File: src/rtl/tsr_pkg.sv
package tsr_pkg;

  localparam int unsigned DEF_CNT_W  = 20;
  localparam int unsigned DEF_ADDR_W = 8;

  // Header bits that lead the frame, most significant first
  typedef struct packed {
    logic io_hi;
    logic io_lo;
    logic lock_ok;
  } status_hdr_t;

  localparam int unsigned HDR_W = $bits(status_hdr_t);

endpackage

File: src/rtl/line_sync.sv
module line_sync #(
  parameter int unsigned W      = 3,
  parameter int unsigned STAGES = 2
) (
  input  logic         clk,
  input  logic         rst_n,
  input  logic [W-1:0] d,
  output logic [W-1:0] q
);

  for (genvar s = 0; s < STAGES; s++) begin : g_stg
    logic [W-1:0] r;
    logic [W-1:0] r_d;
    if (s == 0) begin : g_in
      assign r_d = d;
    end else begin : g_chain
      assign r_d = g_stg[s-1].r;
    end
    always_ff @(posedge clk or negedge rst_n) begin
      if (!rst_n) r <= '0;
      else        r <= r_d;
    end
  end

  assign q = g_stg[STAGES-1].r;

endmodule

File: src/rtl/addr_match.sv
module addr_match #(
  parameter int unsigned           ADDR_W    = 8,
  parameter logic [ADDR_W-1:0]     READ_ADDR = 8'hA5
) (
  input  logic clk,
  input  logic rst_n,
  input  logic ce_lvl,
  input  logic din_lvl,
  input  logic sclk_rise,
  input  logic ce_rise,
  output logic rd_hit
);

  logic [ADDR_W-1:0] addr_q, addr_d;
  logic              addr_en;

  always_comb begin
    addr_en = 1'b0;
    addr_d  = addr_q;
    if (ce_rise) begin
      addr_en = 1'b1;
      addr_d  = '0;
    end else if (sclk_rise && !ce_lvl) begin
      addr_en = 1'b1;
      addr_d  = {addr_q[ADDR_W-2:0], din_lvl};
    end
  end

  always_ff @(posedge clk or negedge rst_n) begin
    if (!rst_n)       addr_q <= '0;
    else if (addr_en) addr_q <= addr_d;
  end

  assign rd_hit = ce_rise && (addr_q == READ_ADDR);

  // the address is consumed by every chip-enable rise
  assert_addr_cleared_R2: assert property (@(posedge clk) disable iff (!rst_n)
    ce_rise |=> (addr_q == '0));

endmodule

File: src/rtl/frame_shifter.sv
module frame_shifter #(
  parameter int unsigned FRAME_W = 23
) (
  input  logic               clk,
  input  logic               rst_n,
  input  logic               load,
  input  logic [FRAME_W-1:0] frame_in,
  input  logic               shift_en,
  input  logic               abort,
  output logic               active,
  output logic               dout
);

  localparam int unsigned CNT_B = $clog2(FRAME_W + 1);

  logic               active_q, active_d;
  logic [FRAME_W-1:0] frame_q, frame_d;
  logic [CNT_B-1:0]   cnt_q, cnt_d;
  logic               upd;

  always_comb begin
    upd      = 1'b0;
    active_d = active_q;
    frame_d  = frame_q;
    cnt_d    = cnt_q;
    if (abort) begin
      upd      = 1'b1;
      active_d = 1'b0;
      frame_d  = '0;
      cnt_d    = '0;
    end else if (load) begin
      upd      = 1'b1;
      active_d = 1'b1;
      frame_d  = frame_in;
      cnt_d    = '0;
    end else if (active_q && shift_en) begin
      upd     = 1'b1;
      frame_d = {frame_q[FRAME_W-2:0], 1'b0};
      if (cnt_q != CNT_B'(FRAME_W)) cnt_d = cnt_q + 1'b1;
    end
  end

  always_ff @(posedge clk or negedge rst_n) begin
    if (!rst_n) begin
      active_q <= 1'b0;
      frame_q  <= '0;
      cnt_q    <= '0;
    end else if (upd) begin
      active_q <= active_d;
      frame_q  <= frame_d;
      cnt_q    <= cnt_d;
    end
  end

  assign active = active_q;
  assign dout   = active_q & frame_q[FRAME_W-1];

  // the shift count never passes the frame length
  assert_cnt_bound_R8: assert property (@(posedge clk) disable iff (!rst_n)
    cnt_q <= CNT_B'(FRAME_W));

  // once the whole frame has gone out only zeros remain
  assert_drained_R8: assert property (@(posedge clk) disable iff (!rst_n)
    (active_q && cnt_q == CNT_B'(FRAME_W)) |-> (frame_q == '0));

  // the held frame moves only on a falling serial clock or a new load
  assert_hold_frame_R10: assert property (@(posedge clk) disable iff (!rst_n)
    (active_q && !shift_en && !load && !abort) |=> $stable(frame_q));

endmodule

File: src/rtl/status_readout.sv
module status_readout
  import tsr_pkg::*;
#(
  parameter int unsigned       CNT_W       = DEF_CNT_W,
  parameter int unsigned       ADDR_W      = DEF_ADDR_W,
  parameter logic [ADDR_W-1:0] READ_ADDR   = 8'hA5,
  parameter int unsigned       SYNC_STAGES = 2
) (
  input  logic             clk,
  input  logic             rst_n,
  input  logic             ser_ce,
  input  logic             ser_clk,
  input  logic             ser_din,
  input  logic [1:0]       io_pin,
  input  logic             pll_locked,
  input  logic             unlock_det_en,
  input  logic [CNT_W-1:0] if_count,
  output logic             ser_dout,
  output logic             ser_dout_oe
);

  localparam int unsigned FRAME_W = CNT_W + HDR_W;

  logic [2:0]         lvl;
  logic               ce_s, sclk_s, din_s;
  logic               ce_prev, sclk_prev;
  logic               ce_rise, ce_fall, sclk_rise, sclk_fall;
  logic               rd_hit, active;
  status_hdr_t        hdr;
  logic [FRAME_W-1:0] frame_in;

  line_sync #(.W(3), .STAGES(SYNC_STAGES)) u_sync (
    .clk   (clk),
    .rst_n (rst_n),
    .d     ({ser_ce, ser_clk, ser_din}),
    .q     (lvl)
  );

  assign {ce_s, sclk_s, din_s} = lvl;

  always_ff @(posedge clk or negedge rst_n) begin
    if (!rst_n) begin
      ce_prev   <= 1'b0;
      sclk_prev <= 1'b0;
    end else begin
      ce_prev   <= ce_s;
      sclk_prev <= sclk_s;
    end
  end

  assign ce_rise   =  ce_s   & ~ce_prev;
  assign ce_fall   = ~ce_s   &  ce_prev;
  assign sclk_rise =  sclk_s & ~sclk_prev;
  assign sclk_fall = ~sclk_s &  sclk_prev;

  addr_match #(.ADDR_W(ADDR_W), .READ_ADDR(READ_ADDR)) u_addr (
    .clk       (clk),
    .rst_n     (rst_n),
    .ce_lvl    (ce_s),
    .din_lvl   (din_s),
    .sclk_rise (sclk_rise),
    .ce_rise   (ce_rise),
    .rd_hit    (rd_hit)
  );

  // Pin bits report the pin level; lock merges locked and detection off
  always_comb begin
    hdr.io_hi   = io_pin[1];
    hdr.io_lo   = io_pin[0];
    hdr.lock_ok = pll_locked | ~unlock_det_en;
  end

  assign frame_in = {hdr, if_count};

  frame_shifter #(.FRAME_W(FRAME_W)) u_shift (
    .clk      (clk),
    .rst_n    (rst_n),
    .load     (rd_hit),
    .frame_in (frame_in),
    .shift_en (sclk_fall & ce_s),
    .abort    (ce_fall),
    .active   (active),
    .dout     (ser_dout)
  );

  assign ser_dout_oe = active;

  // the driver is released once chip-enable has been low two cycles
  assert_oe_off_R4: assert property (@(posedge clk) disable iff (!rst_n)
    (!ce_s && $past(!ce_s)) |-> !ser_dout_oe);

  // data-out is quiet when not driven
  assert_quiet_R4: assert property (@(posedge clk) disable iff (!rst_n)
    !ser_dout_oe |-> !ser_dout);

  // read mode starts only right after a chip-enable rise
  assert_entry_R2: assert property (@(posedge clk) disable iff (!rst_n)
    $rose(ser_dout_oe) |-> $past(ce_rise));

endmodule

File: config.mk
export PLATFORM = sky130hd
export DESIGN_NAME = status_readout
export DESIGN_NICKNAME = d
export VERILOG_FILES = /design/src/rtl/tsr_pkg.sv /design/src/rtl/line_sync.sv /design/src/rtl/addr_match.sv /design/src/rtl/frame_shifter.sv /design/src/rtl/status_readout.sv
export SDC_FILE = /design/constraint.sdc
export NUM_CORES = 1
export LEC_CHECK = 0
export ABC_AREA = 1
export BUFFER_PORTS_ARGS = -buffer_cell sky130_fd_sc_hd__buf_2
export CAP_MARGIN = 10
export CORE_AREA = 2 2 66 84
export CTS_CLUSTER_DIAMETER = 100
export DETAILED_ROUTE_END_ITERATION = 8
export DIE_AREA = 0 0 68 86
export GPL_TIMING_DRIVEN = 0
export PLACE_DENSITY = 0.58
export SETUP_SLACK_MARGIN = 0.15
export SYNTH_ARGS = -nofsm -noshare
export SYNTH_HDL_FRONTEND = slang
export SYNTH_SLANG_ARGS = --single-unit
File: constraint.sdc
create_clock -name clk -period 1.81 [get_ports clk]
set_clock_uncertainty 0.15 [all_clocks]
set_input_delay 0.0905 -clock clk [delete_from_list [all_inputs] [get_ports clk]]
set_output_delay 0.0905 -clock clk [all_outputs]
set_load 0.01 [all_outputs]
==> impl.org, run 1 <==
** Status
- The flow ran to the end, and the final reports show no timing, DRC or antenna violations.

** Die
- Pin placement for this block handled 31 I/O pins.
- The die covers 0.00585 mm2.
- For this configuration, the core starts out at a cell density of 40.0%.
- Cell Rows :: 29
- Die extent in y :: 86 um
- Area of the core :: 0.00501 mm2
- Floorplan die width :: 68 um

** Clocking
- H-tree levels :: 2
- The longest clock path from root to sink contains 2 buffers.
- Clock tree synthesis inserted a total of 5 buffers.
- CTS sink count :: 40
- Worst-path clk slew :: 0.08 ns
- The cell sitting at the root of the clock tree is a sky130_fd_sc_hd__clkbuf_8.
- Clock latency reported for the late side of the worst-skew pair :: 0.29 ns
- In this run the post-CTS setup repair buffer count came out at 0.
- TritonCTS built the clock tree.
- Number of buffers inserted for hold repair after clock tree synthesis :: 21
- After clock tree synthesis, the repair step resized 0 gates.

** Worst setup path
- Counting both buffers and inverters, the worst setup path holds a total of 2.
- STA classifies the critical path startpoint as a flop.
- Kind of end point of the critical path :: flop
- For this run, the slowest stage of the critical path takes 0.44 ns.
- CP Depth :: 6
- STA puts the critical path data arrival time at 1.59 ns.
- Largest delay contributor family on the critical path :: flip-flops
- Traced cell by cell, the critical path runs through inv_2, nor3_4, a21oi_2, buf_2, nand3_1, nand2_1.
- Critical Path Slowest Stage Cell :: sky130_fd_sc_hd__dfrtp_1
- Critical Setup Path Class :: reg2reg
- Cells on worst reg2reg path :: 6
- Critical path fanouts, max :: 10
- At the worst endpoint, the required time is 1.89 ns.

** STA
- Pin slew with the least headroom to its limit :: 0.888 ns
- Endpoints failing setup :: 0
- Relative slew slack :: 40.8%
- For the final routed database, the setup TNS stands at 0 ns.
- The final number of max-transition violations is 0.
- RSZ-0062 raised after global routing :: no
- Final hold viol count :: 0
- After layout, the worst path uses 83.3% of the clock period.
- Period minus WS final :: 1.51 ns
- For this run, the top clock speed supported by timing is 664 MHz.

** Logic synthesis
- Synthesis produced 233 cells.
- For this run, the leading register cell type out of synthesis is sky130_fd_sc_hd__dfrtp_1.
- Syn Nets :: 262
- Number of different library cells in the post-synthesis netlist :: 18
- Ys Warns :: 0
- Ranked by instance count, the synthesized netlist is headed by 98 x sky130_fd_sc_hd__nand2_1, 40 x sky130_fd_sc_hd__dfrtp_1, 25 x sky130_fd_sc_hd__nand3_1, 23 x sky130_fd_sc_hd__nand4_1, 7 x sky130_fd_sc_hd__inv_2.
- The top cell type by area accounts for 50.0% of the synthesized area.
- Most area-hungry cell type in the Yosys netlist :: sky130_fd_sc_hd__dfrtp_1
- Yosys instantiated no cell more often than sky130_fd_sc_hd__nand2_1.
- Summing every instance area after synthesis gives 0.00200 mm2.
- A synthesized cell averages 8.59 um2.
- The synthesized design contains 40 register bits.
- In the synthesized netlist the async set-or-reset flop fraction comes to 100%.
- Top cells by area, synth :: sky130_fd_sc_hd__dfrtp_1 50%, sky130_fd_sc_hd__nand2_1 18%, sky130_fd_sc_hd__nand4_1 7.2%
- The synthesized design contains 0 enable-type register cells.
- Sequential fraction of the synthesis area :: 50.0%

** Routing
- First DRT Iteration DRCs :: 115
- The final layout contains routed wiring with a total length of 4420 um.
- For this run, the detailed router's first-pass iteration total came to 4.
- Detailed-route vias per instance :: 4.85
- Antenna viol nets, final :: 0
- Average wire length per cell after detail routing :: 12.5 um
- Number of remaining DRC errors :: 0
- Via count :: 1,718

** Finish
- Area occupied by multi-input gates :: 846 um2
- The number of antenna diodes in the final layout is 0.
- Area grow syn2layout :: 26.5%
- FF+latch area :: 0.00100 mm2
- Cells with a size suffix above 1 make up 24.0% of the layout.
- The final layout contains 320 nets.
- Once layout is complete, the cells apart from fillers number 354.
- After filler insertion, the fill cell instance count of the layout stands at 488.

** Placed design
- Gpl congestion :: 0.780
- In this run the tool buffered the top-level ports with 30 buffer cells.
- Including well taps, the total number of placed cells is 325.
- After legalization and detailed placement, the total HPWL measured 2840 um.

** Global route
- Global router's overall resource usage :: 17.8%
- Total global routing overflow :: 0
- The first global-routing pass estimated 7820 um of wire.
- In the global route stage, met1 resource usage came out at 21.5%.
- Global route hottest layer :: met2
- Global routing met2 resource utilization :: 30.1%
- Pin count of the biggest net entering global routing :: 41
- Antenna violations before repair :: 0
- Fraction of met3 tracks used by global routing :: 4.20%
- Number of global-route vias before repair :: 1,762

** Power
- Leakage component of the power :: 1.35 nW
- P per Cell Area :: 660 mW/mm2
- The worst-case IR drop observed on VDD is 692 uV.

** Min path
- The path class of the tightest hold or removal check is in2reg.
- The worst hold path passes through 5 cells.

** Flow run
- The tool flagged a number of max-cap violations equal to 0.
tightest hold or removal path: stages:
cell                      delay (ns)
sky130_fd_sc_hd__buf_2          0.10
sky130_fd_sc_hd__nand4_1        0.08
sky130_fd_sc_hd__nand2_1        0.06
sky130_fd_sc_hd__nand2_1        0.05
sky130_fd_sc_hd__nand2_1        0.04
flip-flops by register name (all words and copies together), names as in the netlist:
signal and cells:
sclk_prev 1, u_sync.g_stg.r 3, ce_prev 1, u_sync.q 3, u_shift.active 1, u_shift.frame_q 23
u_addr.addr_q 8
cells in the final DEF (no fill, tap or decap), types with 2 or more instances in the layout:
cell type / instances
sky130_fd_sc_hd__nand2_1: 98
sky130_fd_sc_hd__dfrtp_1: 40
sky130_fd_sc_hd__buf_2: 36
sky130_fd_sc_hd__nand3_1: 25
sky130_fd_sc_hd__nand4_1: 23
sky130_fd_sc_hd__dlygate4sd3_1: 21
sky130_fd_sc_hd__inv_2: 7
sky130_fd_sc_hd__inv_1: 6
sky130_fd_sc_hd__o22ai_1: 6
sky130_fd_sc_hd__clkbuf_8: 5
sky130_fd_sc_hd__buf_6: 4
sky130_fd_sc_hd__buf_4: 4
sky130_fd_sc_hd__o21ai_0: 3
sky130_fd_sc_hd__nor2_8: 2
sky130_fd_sc_hd__nand2_4: 2
sky130_fd_sc_hd__nand3_4: 2
sky130_fd_sc_hd__nor3_4: 2
sky130_fd_sc_hd__clkinvlp_4: 2
logic make-up (layout without fill, tap and decap cells):
kind of cell / after synthesis / after routing / synth area share [%]
DFF: 40 / 40 / 50.0
and+or+nand+nor: 156 / 156 / 39.2
buffers and inverters: 27 / 86 / 7.69
AOI/OAI and AO/OA: 10 / 10 / 3.06
layout make-up:
cell class              count  area share [%]
clock buffers               5            2.72
repair buffers             51            14.2
clock inverters             3           0.939
inverters                  13            1.93
flip-flops and latches     40            39.5
multi-input cells         166            33.4
plain buffers              14            4.15
well taps                  62            3.06
where the power goes:
group | switching (mW) | leakage (nW) | internal (mW)
registers | 0.0122 | 0.539 | 0.909
logic | 0.0819 | 0.776 | 0.0663
clock network | 0.328 | 0.0404 | 0.273
total | 0.422 | 1.35 | 1.25
stage by stage:
step	setup WS, ns	hold WS (ns)	area, um2	utilization (%)	power, mW
after global routing	0.169	0.0256	2530	50.5	1.76
after global placement	0.325	0.0489	2230	44.5	1.05
after detailed placement	0.293	0.0498	2230	44.5	1.05
after CTS	0.266	0.000157	2530	50.5	1.70
final	0.303	0.00746	2530	50.5	1.67
after floorplan	0.452	-0.355	2000	-	0.990
path summary, 6_finish.rpt:
path,startpoint,to,slack [ns]
setup / recovery,u_sync.q[2],u_shift.frame_q[14],0.30
hold / removal,if_count[3],u_shift.frame_q[3],0.007
setup reg to reg,u_sync.q[2],u_shift.frame_q[14],0.30
hold reg to reg,u_sync.g_stg[0].r[2],u_sync.q[2],0.20
max in group asynchronous,rst_n,u_shift.frame_q[9],0.64
min in group asynchronous,rst_n,u_shift.frame_q[18],0.30
routing by layer:
layer	wire [um]	vias up
met5	0	-
met2	2220	22
met1	1970	804
li1	-	888
met4	74	0
met3	152	4
(Power assumes the default switching activity.)
==> inputs of run 2 (changes only) <==
--- a/config.mk
+++ b/config.mk
@@ -13,7 +13,7 @@
 export DETAILED_ROUTE_END_ITERATION = 8
 export DIE_AREA = 0 0 68 86
 export GPL_TIMING_DRIVEN = 0
-export PLACE_DENSITY = 0.58
+export PLACE_DENSITY = 0.6
 export SETUP_SLACK_MARGIN = 0.15
 export SYNTH_ARGS = -nofsm -noshare
 export SYNTH_HDL_FRONTEND = slang
==> constraint.sdc (replaced) <==
create_clock -name clk -period 1.2 [get_ports clk]
set_clock_uncertainty 0.15 [all_clocks]
set_input_delay 0.06 -clock clk [delete_from_list [all_inputs] [get_ports clk]]
set_output_delay 0.06 -clock clk [all_outputs]
set_load 0.01 [all_outputs]
==> run 2 against run 1 <==
Compared with the run above:
- the run now ends with hold timing, setup timing left
- worst setup slack lost 0.55 ns
- combinational power grew 97%
- critical path depth grew 3
- clock power grew 83%
- sequential share of layout area shrank 5.2 points
- largest cell class unchanged
- highest routed layer unchanged
==> impl.org, run 2 (synthesized netlist as in run 1, its figures left out) <==
** Worst setup path
- Kind of end point of the critical path :: flop (unchanged)
- Critical Path Slowest Stage Cell :: sky130_fd_sc_hd__dfrtp_1 (unchanged)
- Most prevalent standard cell on the critical path :: sky130_fd_sc_hd__nand2_1
- The critical path data arrival time is 1.49 ns (was 1.59 ns).
- Number of buffer and inverter stages on the critical path :: 2 (unchanged)
- Critical path fanouts, max :: 10 (unchanged)
- Endpoint of the lowest-slack register-to-register path :: u_shift.frame_q[18] (was u_shift.frame_q[14])
- Cells on worst reg2reg path :: 9 (was 6)
- The critical path start-end classification is reg2reg (unchanged).
- Crit path launch type :: flop (unchanged)
- The required time of the worst setup path came to 1.25 ns (was 1.89 ns).
- Worst path cell trace: inv_2, nand2_4, nor2_8, nand3_4, buf_6, nand2_1, nand2_1, nand2_1, nand2_1 (was inv_2, nor3_4, a21oi_2, buf_2, nand3_1, nand2_1).
- Worst stage delay on the critical path :: 0.37 ns (was 0.44 ns)
- Largest delay contributor family on the critical path :: simple AND/OR/NAND/NOR gates (was flip-flops)
- Reg2reg setup slack :: -0.25 ns (was 0.30 ns)
- Source of the worst register-to-register timing path :: u_addr.addr_q[4] (was u_sync.q[2])

** Global route
- Antenna violations before repair :: 0 (unchanged)
- Global router's overall resource usage :: 17.8% (about the same)
- The aggregate global routing overflow came to 0 (unchanged).
- The number of global-route vias before repair came to 1,774 (was 1,762).
- Pin count of the biggest net entering global routing :: 41 (unchanged)
- Wire length of the first global-routing pass :: 7800 um (was 7820 um)

** STA
- Final Worst Setup Slack :: -0.248 ns (was 0.303 ns)
- The share of the clock period used by the worst path was 121% (was 83.3%).
- The setup violation total in the final timing report was 33 (was 0).
- The final critical path time including I/O delays and setup was 1.45 ns (was 1.51 ns).
- Achievable Freq :: 690 MHz (was 664 MHz)
- The final number of max-transition violations is 0 (unchanged).
- Post-route worst hold slack :: -0.277 ns (was 0.00746 ns)
- The headroom to the max-slew limit is 41.9% (was 40.8%).
- Final hold viol count :: 40 (was 0)
- RSZ-0062 raised after global routing: yes (was no).
- Pin slew with the least headroom to its limit :: 0.872 ns (was 0.888 ns)

** Clocking
- The master cell of the clock root buffer is sky130_fd_sc_hd__clkbuf_8 (unchanged).
- The clock-pin transition on the worst setup and hold timing paths came to 0.08 ns (about the same).
- The number of sinks on the clock net is 40 (unchanged).
- The TritonCTS buffer count came to 5 (unchanged).
- Number of buffers inserted for hold repair after clock tree synthesis :: 26 (was 21)
- Deepest clock path buffer count :: 2 (unchanged)
- The clock latency on the worst-skew pair was 0.30 ns (was 0.29 ns).
- The H-tree depth is 2 (unchanged).
- The TritonCTS clock tree was built (unchanged).

** Status
- Outcome :: finished, violations left (was finished, final reports clean)
- The checks that failed: hold timing, setup timing.

** Finish
- Most frequent standard cell in the layout excluding fill and tap cells :: sky130_fd_sc_hd__nand2_1 (unchanged)
- The antenna cell count was 0 (unchanged).
- Most frequent cells in the layout: 89 x sky130_fd_sc_hd__nand2_1, 39 x sky130_fd_sc_hd__dfrtp_1, 31 x sky130_fd_sc_hd__buf_2 (was 98 x sky130_fd_sc_hd__nand2_1, 40 x sky130_fd_sc_hd__dfrtp_1, 36 x sky130_fd_sc_hd__buf_2).
- The flip-flop count of the largest register, all copies and words added is 23 (unchanged).
- Largest registers: u_shift.frame_q (23), u_addr.addr_q (8) (unchanged).
- Post-Layout Inst Area :: 0.00291 mm2 (was 0.00253 mm2)
- The register with the most flip-flops is u_shift.frame_q (unchanged).
- The number of nets at the end of the flow came to 345 (was 320).
- The fill cell total of the finished layout was 454 (was 488).
- The fraction of final layout cells with drive strength greater than 1 was 34.1% (was 24.0%).
- The layout overhead on the synthesized area was 45.7% (was 26.5%).

** Die
- The core area was 0.00501 mm2 (unchanged).
- Floorplan die width :: 68 um (unchanged)
- The I/O pin total was 31 (unchanged).
- Cell Rows :: 29 (unchanged)
- The die footprint is 0.00585 mm2 (unchanged).
- Die extent in y :: 86 um (unchanged)
- The starting utilization of the core area is 40.0% (unchanged).

** Routing
- The count of unresolved DRC violations after routing is 0 (unchanged).
- The aggregate routed wire length was 4690 um (was 4420 um).
- Average wire length per cell after detail routing :: 12.4 um (was 12.5 um)
- Detailed-route vias per instance :: 4.84 (was 4.85)
- DRT Pass-1 Iters :: 4 (unchanged)
- First DRT Iteration DRCs :: 57 (was 115)
- The remaining antenna violation count after routing is 0 (unchanged).
- The overall via count from detail_route was 1,835 (was 1,718).

** Power
- Overall power of the completed layout :: 2.79 mW (was 1.67 mW)
- Leakage component of the power :: 1.54 nW (was 1.35 nW)
- The ratio of total power to cell area is 956 mW/mm2 (was 660 mW/mm2).
- The maximum vdd drop came to 699 uV (was 692 uV).

** Placed design
- Detailed-placement wirelength estimate :: 2900 um (was 2840 um)
- The placer's final routability congestion estimate came to 0.797 (was 0.780).
- The count of buffers from port buffering is 30 (unchanged).
- The instance area at placement came to 0.00227 mm2 (was 0.00223 mm2).

** Min path
- Worst min path class :: in2async (was in2reg)

** Flow run
- The number of max-cap violations was 0 (unchanged).
-- run 2: what timing repair did --
action	4_1_cts	5_1_grt
gates resized for setup	23	8
setup buffers	11	7
endpoints found under the setup margin	34	34
gates cloned	2	0
pin swaps	4	3
endpoints found under the hold margin	66	40
-- run 2: final cells by class --
class / instances / area [um2] / area share, %
Sequential cell: 40 / 1000 / 34.4
Inverter: 13 / 48.8 / 1.67
Clock buffer: 5 / 68.8 / 2.36
Tap cell: 62 / 77.6 / 2.66
Multi-Input combinational cell: 167 / 973 / 33.4
Timing Repair Buffer: 75 / 564 / 19.4
Clock inverter: 3 / 42.5 / 1.46
Buffer: 14 / 136 / 4.68
-- run 2: routing by layer --
layer | wire (um) | vias to the layer above | GRT usage [%]
met5 | 0 | - | 0
met4 | 114 | 0 | 8.73
met3 | 122 | 9 | 2.89
met2 | 2420 | 25 | 30.5
met1 | 2030 | 860 | 20.9
li1 | - | 941 | -
-- run 2: per-stage QoR --
step / worst slack [ns] / instances / util [%] / hold WS, ns / TNS [ns]
finish: -0.248 / 379 / 58.2 / -0.277 / -6.24
global route: -0.351 / 379 / 58.2 / -0.200 / -8.92
CTS: -0.249 / 372 / 56.4 / -0.248 / -6.19
detailed placement: -0.340 / 325 / 45.3 / 0.0193 / -6.38
global placement: -0.314 / 325 / 45.3 / 0.0176 / -5.95
floorplan: -0.134 / 233 / - / -0.386 / -2.77
-- run 2: power breakdown --
part,switching (mW),internal (mW),leakage (nW)
sequential,0.0228,1.37,0.537
combinational,0.147,0.145,0.953
clock,0.484,0.615,0.0541
-- run 2: worst max-delay path by stage --
stage | start | slack (ns) | cells past startpoint | end
after CTS | u_addr.addr_q[3] | -0.25 | 8 | u_shift.frame_q[18]
after global routing | u_addr.addr_q[4] | -0.35 | 9 | u_shift.frame_q[12]
after global placement | u_sync.q[2] | -0.31 | 6 | u_shift.frame_q[7]
after detailed placement | u_sync.q[2] | -0.34 | 6 | u_shift.frame_q[8]
after floorplan | u_addr.addr_q[6] | -0.13 | 9 | u_shift.frame_q[20]
final | u_addr.addr_q[4] | -0.25 | 9 | u_shift.frame_q[18]
